File: src/rtl/mwdma_pkg.sv
package mwdma_pkg;

  typedef enum logic [2:0] {
    S_IDLE,
    S_REQ,
    S_GAP,
    S_STRB,
    S_RECOV,
    S_HOLD
  } mw_state_t;

  function automatic int cdiv(input int ns, input int clk_ns);
    return (ns + clk_ns - 1) / clk_ns;
  endfunction

  // minimum strobe low time per mode
  function automatic int act_ns(input int m);
    return (m == 0) ? 240 : 80;
  endfunction

  // minimum word cycle per mode
  function automatic int cyc_ns(input int m);
    case (m)
      0:       return 480;
      1:       return 160;
      default: return 120;
    endcase
  endfunction

  // release time after last strobe: larger of acknowledge hold and write data hold
  function automatic int hold_ns(input int m);
    case (m)
      0:       return 20;
      1:       return 15;
      default: return 10;
    endcase
  endfunction

endpackage

File: src/rtl/mwdma_timing.sv
module mwdma_timing
  import mwdma_pkg::*;
#(
  parameter int CLK_NS = 8,
  parameter int TMR_W  = 8
) (
  input  logic [1:0]       mode,
  output logic [TMR_W-1:0] act_cyc,
  output logic [TMR_W-1:0] rec_cyc,
  output logic [TMR_W-1:0] hold_cyc
);

  localparam int NMODES = 4;

  logic [TMR_W-1:0] act_t  [NMODES];
  logic [TMR_W-1:0] rec_t  [NMODES];
  logic [TMR_W-1:0] hold_t [NMODES];

  for (genvar m = 0; m < NMODES; m++) begin : g_mode
    localparam int A0 = cdiv(act_ns(m), CLK_NS);
    localparam int A  = (A0 < 1) ? 1 : A0;
    localparam int C  = cdiv(cyc_ns(m), CLK_NS);
    localparam int R  = (C - A < 2) ? 2 : C - A;
    localparam int H0 = cdiv(hold_ns(m), CLK_NS);
    localparam int H  = (H0 < 1) ? 1 : H0;
    assign act_t[m]  = TMR_W'(A);
    assign rec_t[m]  = TMR_W'(R);
    assign hold_t[m] = TMR_W'(H);
  end

  assign act_cyc  = act_t[mode];
  assign rec_cyc  = rec_t[mode];
  assign hold_cyc = hold_t[mode];

endmodule

File: src/rtl/mwdma_wcount.sv
module mwdma_wcount #(
  parameter int CNT_W = 16
) (
  input  logic             clk,
  input  logic             rst,
  input  logic             load,
  input  logic [CNT_W-1:0] load_val,
  input  logic             dec,
  output logic             last
);

  logic [CNT_W-1:0] cnt;

  always_ff @(posedge clk) begin
    if (rst)       cnt <= '0;
    else if (load) cnt <= load_val;
    else if (dec)  cnt <= cnt - CNT_W'(1);
  end

  assign last = (cnt == CNT_W'(1));

  AST_NO_UNDERFLOW: assert property (@(posedge clk) disable iff (rst)
    dec |-> (cnt != '0));

endmodule

File: src/rtl/mwdma_host.sv
module mwdma_host
  import mwdma_pkg::*;
#(
  parameter int CLK_NS = 8,
  parameter int DATA_W = 16,
  parameter int CNT_W  = 16,
  parameter int TMR_W  = 8
) (
  input  logic              clk,
  input  logic              rst,
  input  logic              start,
  input  logic              xfer_write,
  input  logic [1:0]        mode,
  input  logic [CNT_W-1:0]  word_count,
  input  logic              abort,
  input  logic              dmarq,
  output logic              dmack_n,
  output logic              dior_n,
  output logic              diow_n,
  output logic [DATA_W-1:0] dd_out,
  output logic              dd_oe,
  input  logic [DATA_W-1:0] dd_in,
  input  logic [DATA_W-1:0] wr_data,
  input  logic              wr_valid,
  output logic              wr_ready,
  output logic [DATA_W-1:0] rd_data,
  output logic              rd_valid,
  input  logic              rd_ready,
  output logic              busy,
  output logic              done
);

  mw_state_t        state;
  logic [TMR_W-1:0] tmr;
  logic [1:0]       mode_q;
  logic             wr_q;
  logic [TMR_W-1:0] act_cyc, rec_cyc, hold_cyc;
  logic             last_word;
  logic             cnt_load, cnt_dec, tmr_zero, go;

  mwdma_timing #(.CLK_NS(CLK_NS), .TMR_W(TMR_W)) u_timing (
    .mode     (mode_q),
    .act_cyc  (act_cyc),
    .rec_cyc  (rec_cyc),
    .hold_cyc (hold_cyc)
  );

  assign cnt_load = (state == S_IDLE) && start;
  assign tmr_zero = (tmr == '0);
  assign cnt_dec  = (state == S_STRB) && tmr_zero;

  mwdma_wcount #(.CNT_W(CNT_W)) u_wcount (
    .clk      (clk),
    .rst      (rst),
    .load     (cnt_load),
    .load_val (word_count),
    .dec      (cnt_dec),
    .last     (last_word)
  );

  // a word may start only with request up, FIFO side ready and no abort
  assign go       = (state == S_GAP) && dmarq && !abort && (wr_q ? wr_valid : rd_ready);
  assign wr_ready = (state == S_GAP) && wr_q && dmarq && !abort;

  always_ff @(posedge clk) begin
    if (rst) begin
      state    <= S_IDLE;
      tmr      <= '0;
      dmack_n  <= 1'b1;
      dior_n   <= 1'b1;
      diow_n   <= 1'b1;
      dd_out   <= '0;
      dd_oe    <= 1'b0;
      rd_data  <= '0;
      rd_valid <= 1'b0;
      done     <= 1'b0;
      busy     <= 1'b0;
      mode_q   <= '0;
      wr_q     <= 1'b0;
    end else begin
      rd_valid <= 1'b0;
      done     <= 1'b0;
      unique case (state)
        S_IDLE: begin
          if (start) begin
            if (word_count == '0) begin
              done <= 1'b1;
            end else begin
              state  <= S_REQ;
              busy   <= 1'b1;
              mode_q <= mode;
              wr_q   <= xfer_write;
            end
          end
        end
        S_REQ: begin
          if (abort) begin
            state <= S_IDLE;
            busy  <= 1'b0;
            done  <= 1'b1;
          end else if (dmarq) begin
            dmack_n <= 1'b0;
            state   <= S_GAP;
          end
        end
        S_GAP: begin
          if (abort) begin
            state <= S_HOLD;
            tmr   <= hold_cyc - TMR_W'(1);
          end else if (go) begin
            state <= S_STRB;
            tmr   <= act_cyc - TMR_W'(1);
            if (wr_q) begin
              diow_n <= 1'b0;
              dd_out <= wr_data;
              dd_oe  <= 1'b1;
            end else begin
              dior_n <= 1'b0;
            end
          end
        end
        S_STRB: begin
          if (tmr_zero) begin
            dior_n <= 1'b1;
            diow_n <= 1'b1;
            if (!wr_q) begin
              rd_data  <= dd_in;
              rd_valid <= 1'b1;
            end
            if (last_word) begin
              state <= S_HOLD;
              tmr   <= hold_cyc - TMR_W'(1);
            end else begin
              state <= S_RECOV;
              tmr   <= rec_cyc - TMR_W'(2);
            end
          end else begin
            tmr <= tmr - TMR_W'(1);
          end
        end
        S_RECOV: begin
          if (tmr_zero) state <= S_GAP;
          else          tmr   <= tmr - TMR_W'(1);
        end
        S_HOLD: begin
          if (tmr_zero) begin
            dmack_n <= 1'b1;
            dd_oe   <= 1'b0;
            done    <= 1'b1;
            busy    <= 1'b0;
            state   <= S_IDLE;
          end else begin
            tmr <= tmr - TMR_W'(1);
          end
        end
        default: state <= S_IDLE;
      endcase
    end
  end

  // ---------------- assertions ----------------
  logic             strb_act;
  logic [TMR_W-1:0] chk_low;

  assign strb_act = !dior_n || !diow_n;

  always_ff @(posedge clk) begin
    if (rst)           chk_low <= '0;
    else if (strb_act) chk_low <= chk_low + TMR_W'(1);
    else               chk_low <= '0;
  end

  AST_ONE_STROBE: assert property (@(posedge clk) disable iff (rst)
    !(!dior_n && !diow_n));
  AST_STROBE_WIDTH: assert property (@(posedge clk) disable iff (rst)
    $fell(strb_act) |-> (chk_low == act_cyc));
  AST_ACK_COVERS_STROBE: assert property (@(posedge clk) disable iff (rst)
    strb_act |-> !dmack_n);
  AST_REQ_GATES_STROBE: assert property (@(posedge clk) disable iff (rst)
    $rose(strb_act) |-> $past(dmarq));
  AST_SRC_GATES_WRITE: assert property (@(posedge clk) disable iff (rst)
    $fell(diow_n) |-> $past(wr_valid));
  AST_SINK_GATES_READ: assert property (@(posedge clk) disable iff (rst)
    $fell(dior_n) |-> $past(rd_ready));
  AST_DONE_RELEASED: assert property (@(posedge clk) disable iff (rst)
    done |-> dmack_n);

endmodule

File: config.mk
export PLATFORM = sky130hd
export DESIGN_NAME = mwdma_host
export DESIGN_NICKNAME = d
export VERILOG_FILES = /design/src/rtl/mwdma_pkg.sv /design/src/rtl/mwdma_timing.sv /design/src/rtl/mwdma_wcount.sv /design/src/rtl/mwdma_host.sv
export SDC_FILE = /design/constraint.sdc
export NUM_CORES = 1
export LEC_CHECK = 0
export ABC_AREA = 1
export BUFFER_PORTS_ARGS = -buffer_cell sky130_fd_sc_hd__buf_2
export CORE_MARGIN = 2
export CORE_UTILIZATION = 52
export DETAILED_ROUTE_END_ITERATION = 12
export GPL_TIMING_DRIVEN = 0
export PLACE_DENSITY = 0.77
export SYNTH_ARGS = -nofsm -noshare
export SYNTH_HDL_FRONTEND = slang
export SYNTH_SLANG_ARGS = --single-unit
File: constraint.sdc
create_clock -name clk -period 2.1 [get_ports clk]
set_input_delay 0.63 -clock clk [delete_from_list [all_inputs] [get_ports clk]]
set_output_delay 0.63 -clock clk [all_outputs]
set_load 0.005 [all_outputs]
==> out/metrics.yaml, run 1 <==
synth:
  syn-cell-area_sq_mm: 0.00342
  yosysWarnings: 0
  synth.distinct_cells: 33
  seq_area_frac_synth_pct: 40.4
  synth_ff_type: "dfxtp_1"
  synthTopCellsByArea: "dfxtp_1, nand2_1, nor2_1"
  netlist.area_leader.share_pct: 40.4
  synthCells: 498
  avgSynthCellArea_sq_um: 6.87
  ys_seq_elements: 69
  synth_edf_count: 0
  synth_fp_nets: 559
  synthArstFlopShare_pct: 0
  yosys.area.top_type: "dfxtp_1"
floorplanning:
  die_h_um: 85.1
  start_util_pct: 53.9
  io_pins: 98
  fp.coreArea_sq_mm: 0.00635
  die_x_um: 85.1
  row_count: 29
  dieArea_sq_mm: 0.00724
clock_tree:
  insertion_delay_ns: 0.34
  cts_sinks: 69
  cts_hold_buffers: 0
  cts_tree: "built"
  cts_max_level: 3
  cts_root_buf: "clkbuf_8"
  clockBufferDepth: 2
  clkTransAtPathRegs_ns: 0.08
  numCtsBuffers: 9
global_routing:
  grt_use_total_pct: 24.9
  first_global_vias: 3380
  grt.overflow.total: 0
  grt_max_degree: 14
  grt_pass1_wl_um: 14700
  antenna_found_initial: 0
finish:
  multi_input_area_sq_mm: 0.00171
  syn_to_final_growth_pct: 26.2
  drive_above_1_share_pct: 24.4
  final_common_cell: "buf_2"
  regArea_sq_mm: 0.00139
  fin_util_pct: 68.0
  antenna_cells: 0
  layout.nets: 671
  fill_cells: 592
  final_cell_mix: "buf_2, nand2_1, nor2_1"
  final_cells: 692
critical_path:
  crit_chain: "inv_4 > nand2_4 > nor2_4 > nand2_2 > buf_6 > nor3_4 > buf_2"
  critPathKind: "reg -> out"
  reg2regPathDepth: 11
  crit_path_start_kind: "flop"
  cpPeakStageDelay_ns: 0.36
  reg2reg_from: "tmr[0]"
  crit_fanout: 11
  worst_setup_path_end_kind: "output port"
  slowest_stage: "dfxtp_4"
  worstPathArrival_ns: 1.39
  reg2reg_slack_ns: 0.32
  worstReg2RegEnd: "u_wcount.cnt[14]"
  worstPathRequired_ns: 1.47
placement:
  dp_cells: 671
  numPortBuffers: 96
  gp_congestion: 0.897
  dp_slack_ns: 0.116
  dp_hpwl_um: 6440
sta:
  slew_headroom_pct: 59.9
  setup_violations: 0
  finalMaxSlewViolations: 0
  tightestPinTransition_ns: 0.601
  finClkSkew_ns: 0.00892
  setup_ws_ns: 0.0837
  max_freq_mhz: 496
  hold_viol: 0
  holdWs_ns: 0.445
  fin_crit_sh_pct: 96.0
  fin_crit_ns: 2.02
power_and_ir_drop:
  p_leak_nw: 2.09
  finalPower_mw: 5.53
  power_density_mw_per_mm2: 1280
  ir_drop_mv: 0.735
routing:
  route.detailed.drc: 0
  drt_iter0_markers: 148
  via_count: 3518
  detail_route.wl_per_cell_um: 12.6
  firstDrtPassIters: 5
  routed_wirelength_um: 8730
  ant_nets: 0
  viasPerCell: 5.08
worst_hold_path:
  min_to: "rd_data[5]"
  whs_path_depth: 2
  hp-start: "rd_data[5]"
  hold_class: "reg -> reg"
job:
  cap_viol_max_count: 0
outcome:
  status: "finished clean"
==> flip-flops by register name, indices dropped and copies added (netlist names) <==
signal,flops
dmack_n,1
dior_n,1
dd_out,16
done,1
u_wcount.cnt,16
busy,1
mode_q,2
tmr,8
wr_q,1
rd_data,16
state,3
rd_valid,1
dd_oe,1
diow_n,1
==> report_power, final <==
| group | switching (mW) | internal, mW | leakage (nW) |
|---|---|---|---|
| Sequential | 0.239 | 1.60 | 0.563 |
| Combinational | 1.47 | 0.900 | 1.41 |
| Clock | 0.527 | 0.795 | 0.124 |
==> repair_timing <==
item / CTS / global route
resized for setup: 11 / 1
buffers inserted: 4 / 3
gates cloned: 0 / 0
pin swaps: 0 / 2
endpoints found under the setup margin: 1 / 1
==> worst max-delay path by stage <==
stage	endpoint	slack, ns	from
finish	wr_ready	0.08	state[2]
global route	wr_ready	-0.002	state[2]
detailed placement	wr_ready	0.12	state[1]
global placement	wr_ready	0.11	state[1]
floorplan	wr_ready	0.32	state[1]
CTS	wr_ready	0.02	state[2]
==> Yosys cell counts (all sizes together), types with 3 or more instances <==
cell     n
a21oi   39
a31oi    3
buf      9
clkbuf   9
dfxtp   69
ha       3
inv     62
nand2   88
nand3   23
nor2    88
nor3    23
o211ai   4
o21ai   54
o22ai    5
xor2    12
==> through the flow <==
step	instance area, sq um	TNS (ns)
final	4320	0
after detailed placement	4000	0
after CTS	4300	0
after global placement	4000	0
after global routing	4320	-0.00180
after floorplan	3420	0
==> per-layer routing <==
metal / GRT usage [%] / routed length, um / vias up / share of wire, %
li1: - / - / 1830 / -
met4: 9.52 / 108 / 0 / 1.2
met5: 0 / 0 / - / 0
met2: 41.0 / 4000 / 130 / 46
met1: 32.2 / 4000 / 1544 / 46
met3: 4.96 / 627 / 14 / 7.2
==> logic make-up (layout without fill, tap and decap cells) <==
| logic type | Yosys count | in the layout | synth area share (%) |
|---|---|---|---|
| and+or+nand+nor | 225 | 225 | 28.1 |
| AOI/OAI and AO/OA | 108 | 108 | 16.9 |
| buffers and inverters | 80 | 197 | 10.2 |
| DFF | 69 | 69 | 40.4 |
| xor gates and xnor gates | 13 | 13 | 3.33 |
| adders and majority gates | 3 | 3 | 1.10 |
==> worst max-delay path, delay by kind of cell (launching register included) <==
| kind | cells | cell delay [ns] |
|---|---|---|
| flops | 1 | 0.36 |
| simple gates | 4 | 0.35 |
| buf+inv | 3 | 0.33 |
==> area by class of cell <==
cell class | instances | area share (%)
Tap cell | 77 | 2.23
Buffer | 16 | 2.38
Multi-Input combinational cell | 349 | 39.7
Clock inverter | 7 | 2.81
Clock buffer | 9 | 2.87
Timing Repair Buffer | 103 | 12.3
Inverter | 62 | 5.51
Sequential cell | 69 | 32.2
Note: power is estimated with default switching activity, not from simulation.
==> run 2: changes to the inputs <==
- CORE_ASPECT_RATIO: unset -> 1.1
- MAX_ROUTING_LAYER: unset -> met4
==> out/metrics.yaml, run 2 (synthesized netlist as in run 1, its figures left out) <==
outcome:
  status: "finished clean"  # unchanged
finish:
  syn_to_final_growth_pct: 25.3  # was 26.2%
  final_cell_mix: "buf_2, nand2_1, nor2_1"  # unchanged
  fill_cells: 574  # was 592
  layout.nets: 669  # was 671
  antenna_cells: 0  # unchanged
  drive_above_1_share_pct: 24.0  # was 24.4%
  fin_util_pct: 66.2  # was 68.0%
  final_common_cell: "buf_2"  # unchanged
  final_cells: 695  # was 692
  top_regs: "dd_out: 16 flops, rd_data: 16 flops, u_wcount.cnt: 16 flops"  # unchanged
critical_path:
  worst_setup_path_end_kind: "output port"  # unchanged
  slowest_stage: "dfxtp_4"  # unchanged
  worstPathArrival_ns: 1.39  # about the same
  reg2reg_from: "tmr[0]"  # unchanged
  crit_fanout: 5  # was 11
  crit_chain: "inv_4 > nand2_4 > nor2_4 > nand2_2 > buf_8 > nor3_2 > buf_2"  # was inv_4 > nand2_4 > nor2_4 > nand2_2 > buf_6 > nor3_4 > buf_2
  worstPathRequired_ns: 1.47  # about the same
  worstReg2RegEnd: "u_wcount.cnt[14]"  # unchanged
  critPathKind: "reg -> out"  # unchanged
  crit_path_start_kind: "flop"  # unchanged
  reg2reg_slack_ns: 0.28  # was 0.32 ns
  cpPeakStageDelay_ns: 0.36  # about the same
  reg2regPathDepth: 11  # unchanged
clock_tree:
  cts_tree: "built"  # unchanged
  cts_max_level: 3  # unchanged
  cts_sinks: 69  # unchanged
  clockBufferDepth: 2  # unchanged
  clkTransAtPathRegs_ns: 0.08  # about the same
  numCtsBuffers: 9  # unchanged
  cts_hold_buffers: 0  # unchanged
  cts_root_buf: "clkbuf_8"  # unchanged
  insertion_delay_ns: 0.35  # was 0.34 ns
placement:
  gp_congestion: 0.953  # was 0.897
  dp_hpwl_um: 6410  # was 6440 um
  numPortBuffers: 96  # unchanged
  dp_slack_ns: 0.114  # was 0.116 ns
  dp_cells: 676  # was 671
routing:
  routed_wirelength_um: 8840  # was 8730 um
  via_count: 3540  # was 3518
  ant_nets: 0  # unchanged
  firstDrtPassIters: 4  # was 5
  viasPerCell: 5.09  # was 5.08
  detail_route.wl_per_cell_um: 12.7  # was 12.6 um
  route.detailed.drc: 0  # unchanged
  drt_iter0_markers: 179  # was 148
floorplanning:
  die_x_um: 81.3  # was 85.1 um
  die_h_um: 89.1  # was 85.1 um
  start_util_pct: 52.8  # was 53.9%
  dieArea_sq_mm: 0.00724  # about the same
  io_pins: 98  # unchanged
  row_count: 31  # was 29
  fp.coreArea_sq_mm: 0.00648  # was 0.00635 sq mm
worst_hold_path:
  whs_path_depth: 2  # unchanged
  hold_class: "reg -> reg"  # unchanged
  hp-start: "rd_data[13]"  # was rd_data[5]
  min_to: "rd_data[13]"  # was rd_data[5]
global_routing:
  grt_max_degree: 15  # was 14
  antenna_found_initial: 0  # unchanged
  grt.overflow.total: 0  # unchanged
  first_global_vias: 3226  # was 3380
  grt_pass1_wl_um: 14200  # was 14700 um
  grt_use_total_pct: 26.1  # was 24.9%
sta:
  setup_tns_ns: 0  # unchanged
  finalMaxSlewViolations: 0  # unchanged
  finClkSkew_ns: 0.0186  # was 0.00892 ns
  fin_crit_ns: 2.02  # about the same
  tightestPinTransition_ns: 0.546  # was 0.601 ns
  fin_crit_sh_pct: 96.2  # was 96.0%
  setup_ws_ns: 0.0797  # was 0.0837 ns
  setup_violations: 0  # unchanged
  hold_viol: 0  # unchanged
  rsz0062_at_grt: "no"
  slew_headroom_pct: 63.6  # was 59.9%
  max_freq_mhz: 495  # was 496 MHz
power_and_ir_drop:
  p_int_mw: 3.16  # was 3.29 mW
  ir_drop_mv: 0.582  # was 0.735 mV
  finalPower_mw: 5.44  # was 5.53 mW
  combinationalPowerShare_pct: 43.6  # was 42.9%
  power_density_mw_per_mm2: 1270  # was 1280 mW/mm^2
  power.net_switching_mw: 2.29  # was 2.24 mW
  switching_share_pct: 42.0  # was 40.5%
  seqPwrFrac_pct: 33.2  # about the same
  p_leak_nw: 2.07  # was 2.09 nW
  clock_power_share_pct: 23.2  # was 23.9%
job:
  cap_viol_max_count: 0  # unchanged
[run 2: cell type report]
| class | instances | area, sq um | area share, % |
|---|---|---|---|
| multi-input cells | 349 | 1710 | 39.8 |
| flip-flops and latches | 69 | 1390 | 32.4 |
| repair buffers | 100 | 510 | 11.9 |
| inverters | 62 | 238 | 5.55 |
| clock buffers | 9 | 124 | 2.89 |
| plain buffers | 17 | 111 | 2.60 |
| clock inverters | 7 | 105 | 2.45 |
| well taps | 82 | 103 | 2.39 |
[run 2: worst max-delay path by stage]
stage,cells after the start,endpoint,start
3_5_place_dp,7,wr_ready,state[1]
3_3_place_gp,7,wr_ready,state[1]
5_1_grt,7,wr_ready,state[2]
6_report,7,wr_ready,state[2]
2_1_floorplan,6,wr_ready,state[1]
4_1_cts,7,wr_ready,state[2]
[run 2: what timing repair did]
| action | 4_1_cts | 5_1_grt |
|---|---|---|
| resized for setup | 10 | 1 |
| setup endpoints to repair | 1 | 1 |
| buffers inserted | 3 | 1 |
| pin swaps | 1 | 0 |
[run 2: critical path: cells and delay by family, from the launching register on]
| kind | cells | cell delay (ns) |
|---|---|---|
| buf+inv | 3 | 0.32 |
| flops | 1 | 0.36 |
| simple gates | 4 | 0.34 |
[run 2: through the flow]
stage / instance area (sq um) / hold slack [ns]
global route: 4290 / 0.470
CTS: 4280 / 0.447
global placement: 4000 / 0.429
finish: 4290 / 0.444
detailed placement: 4000 / 0.433
floorplan: 3420 / 0.440
[run 2: power groups by stage]
| stage | Combinational [mW] | Clock [mW] | Sequential [mW] |
|---|---|---|---|
| detailed placement | 2.29 | 0 | 1.82 |
| finish | 2.37 | 1.26 | 1.81 |
| global route | 2.70 | 1.32 | 1.84 |
| CTS | 2.35 | 1.28 | 1.80 |
| global placement | 2.26 | 0 | 1.82 |
| floorplan | 1.79 | 0 | 1.79 |
[run 2: metal layers]
metal  up-vias  GRT usage, %  routed length (um)
li1       1834             -                   -
met1      1581          30.6                3960
met2       108          44.7                4250
met3        17          4.75                 448
met4         0          9.24                 179
met5         -             -                   0
==> run 3: changes to the inputs <==
--- a/config.mk
+++ b/config.mk
@@ -9,8 +9,8 @@
 export BUFFER_PORTS_ARGS = -buffer_cell sky130_fd_sc_hd__buf_2
 export CORE_ASPECT_RATIO = 1.1
-export CORE_MARGIN = 2
 export CORE_UTILIZATION = 52
 export DETAILED_ROUTE_END_ITERATION = 12
 export GPL_TIMING_DRIVEN = 0
+export HOLD_SLACK_MARGIN = 0.08
 export MAX_ROUTING_LAYER = met4
 export PLACE_DENSITY = 0.77
==> constraint.sdc (replaced) <==
create_clock -name clk -period 2.1 [get_ports clk]
set_input_delay 0 -clock clk [delete_from_list [all_inputs] [get_ports clk]]
set_output_delay 0 -clock clk [all_outputs]
set_load 0.005 [all_outputs]
==> out/metrics.yaml, run 3 (synthesized netlist as in run 1, its figures left out) <==
routing:
  wl_met3_um: 586  # was 448 um
  detail_route.wl_per_cell_um: 13.4  # was 12.7 um
  drt_iter0_markers: 231  # was 179
  dr_wl_met2_um: 4780  # was 4250 um
  route.detailed.drc: 0  # unchanged
  ant_nets: 0  # unchanged
  viasPerCell: 5.14  # was 5.09
  via_count: 3809  # was 3540
  top_layer_used: "met4"  # unchanged
  firstDrtPassIters: 5  # was 4
  routed_wirelength_um: 9940  # was 8840 um
  routedLengthMet1_um: 4340  # was 3960 um
floorplanning:
  die_x_um: 79.3  # was 81.3 um
  row_count: 30  # was 31
  start_util_pct: 54.6  # was 52.8%
  die_h_um: 87.1  # was 89.1 um
  fp.coreArea_sq_mm: 0.00627  # was 0.00648 sq mm
  dieArea_sq_mm: 0.00691  # was 0.00724 sq mm
  io_pins: 98  # unchanged
clock_tree:
  clkTransAtPathRegs_ns: 0.08  # about the same
  cts_root_buf: "clkbuf_8"  # unchanged
  insertion_delay_ns: 0.35  # about the same
  clockBufferDepth: 2  # unchanged
  cts_tree: "built"  # unchanged
  numCtsBuffers: 9  # unchanged
  cts_max_level: 3  # unchanged
  cts_sinks: 69  # unchanged
sta:
  setup_tns_ns: 0  # unchanged
  tightestPinTransition_ns: 0.569  # was 0.546 ns
  setup_ws_ns: 0.321  # was 0.0797 ns
  finalMaxSlewViolations: 0  # unchanged
  fin_crit_sh_pct: 84.7  # was 96.2%
  finClkSkew_ns: 0.00753  # was 0.0186 ns
  setup_violations: 0  # unchanged
  rsz0062_at_grt: "no"  # unchanged
  max_freq_mhz: 562  # was 495 MHz
  fin_crit_ns: 1.78  # was 2.02 ns
  slew_headroom_pct: 62.1  # was 63.6%
  hold_viol: 0  # unchanged
outcome:
  status: "finished clean"  # unchanged
critical_path:
  worstPathRequired_ns: 2.36  # was 1.47 ns
  crit_chain: "inv_1 > ha_1 > nand2_1 > nor2_4 > nand2_4 > nand2_2 > inv_1 > nand2_1 > nand3_1 > nand2_1 > inv_1"  # was inv_4 > nand2_4 > nor2_4 > nand2_2 > buf_8 > nor3_2 > buf_2
  crit_path_start_kind: "flop"  # unchanged
  crit_fanout: 8  # was 5
  path_buf_inv: 3  # unchanged
  slowest_stage: "dfxtp_1"  # was dfxtp_4
  critPathKind: "reg -> reg"  # was reg -> out
  worst_setup_path_end_kind: "flop"  # was output port
  crit_family: "simple AND/OR/NAND/NOR gates"  # was flip-flops
  cpPeakStageDelay_ns: 0.33  # was 0.36 ns
  worstPathArrival_ns: 2.03  # was 1.39 ns
power_and_ir_drop:
  clock_power_share_pct: 20.9  # was 23.2%
  power_density_mw_per_mm2: 1130  # was 1270 mW/mm^2
  switching_share_pct: 42.6  # was 42.0%
  p_int_mw: 3.05  # was 3.16 mW
  p_leak_nw: 2.25  # was 2.07 nW
  seqPwrFrac_pct: 33.9  # was 33.2%
  combinationalPowerShare_pct: 45.2  # was 43.6%
  power.net_switching_mw: 2.26  # was 2.29 mW
  ir_drop_mv: 0.647  # was 0.582 mV
global_routing:
  grt.overflow.total: 0  # unchanged
  grt_max_degree: 14  # was 15
  grt_pass1_wl_um: 16000  # was 14200 um
  antenna_found_initial: 0  # unchanged
  grt_use_total_pct: 30.7  # was 26.1%
  first_global_vias: 3581  # was 3226
finish:
  final_cell_mix: "buf_2, nand2_1, nor2_1"  # unchanged
  fin_area_sq_mm: 0.00471  # was 0.00429 sq mm
  antenna_cells: 0  # unchanged
  fill_cells: 476  # was 574
  final_common_cell: "buf_2"  # unchanged
  syn_to_final_growth_pct: 37.7  # was 25.3%
  final_cells: 741  # was 695
  top_regs: "dd_out: 16 flops, rd_data: 16 flops, u_wcount.cnt: 16 flops"  # unchanged
  layout.nets: 717  # was 669
  drive_above_1_share_pct: 21.2  # was 24.0%
placement:
  dp_slack_ns: 0.352  # was 0.114 ns
  placed_area_sq_mm: 0.00400  # about the same
  dp_cells: 674  # was 676
  numPortBuffers: 96  # unchanged
  dp_hpwl_um: 6430  # was 6410 um
  gp_congestion: 0.969  # was 0.953
job:
  cap_viol_max_count: 0  # unchanged
worst_hold_path:
  hold_class: "in -> reg"  # was reg -> reg
## run 3: power groups by stage
stage / registers, mW / clock network [mW] / logic [mW]
after floorplan: 1.79 / 0 / 1.79
after global placement: 1.82 / 0 / 2.25
after detailed placement: 1.82 / 0 / 2.29
after CTS: 1.79 / 1.12 / 2.38
after global routing: 1.83 / 1.17 / 2.71
final: 1.80 / 1.11 / 2.40
## run 3: timing repair
item / in CTS / in global routing
hold endpoints to repair: 51 / 0
setup buffers: 0 / 0
resized for setup: 0 / 0
hold buffers: 51 / 0
## run 3: per-layer routing
layer / vias to the layer above / global-route usage (%)
li1: 1924 / -
met1: 1709 / 36.0
met2: 155 / 51.4
met3: 21 / 5.24
met4: 0 / 13.6
met5: - / -
## run 3: worst paths after layout
path / start / end / slack (ns) / depth (start not counted)
max reg2reg: tmr[0] / u_wcount.cnt[14] / 0.32 / 11
max: tmr[0] / u_wcount.cnt[14] / 0.32 / 11
min: abort / dmack_n / 0.12 / 5
min reg2reg: rd_data[12] / rd_data[12] / 0.45 / 2
## run 3: cell type report
| class | count | area [sq um] | share of cell area [%] |
|---|---|---|---|
| Buffer | 18 | 115 | 2.44 |
| Clock buffer | 9 | 124 | 2.63 |
| Tap cell | 80 | 100 | 2.13 |
| Timing Repair Buffer | 147 | 991 | 21.0 |
| Inverter | 62 | 235 | 4.99 |
| Multi-Input combinational cell | 349 | 1690 | 35.9 |
| Clock inverter | 7 | 73.8 | 1.57 |
| Sequential cell | 69 | 1380 | 29.3 |
## run 3: through the flow
stage	hold WS [ns]	total power [mW]	util (%)
2_1_floorplan	0.0365	3.58	-
3_3_place_gp	0.228	4.07	63.8
3_5_place_dp	0.235	4.11	63.8
4_1_cts	0.112	5.29	75.1
5_1_grt	0.147	5.71	75.1
6_report	0.118	5.31	75.1
## run 3: worst reg2reg max path, cell delays in order, from the launching register on
cell and delay (ns):
dfxtp_1 0.33, inv_1 0.07, ha_1 0.19, nand2_1 0.14, nor2_4 0.21, nand2_4 0.14
nand2_2 0.19, inv_1 0.15, nand2_1 0.09, nand3_1 0.07, nand2_1 0.06, inv_1 0.04
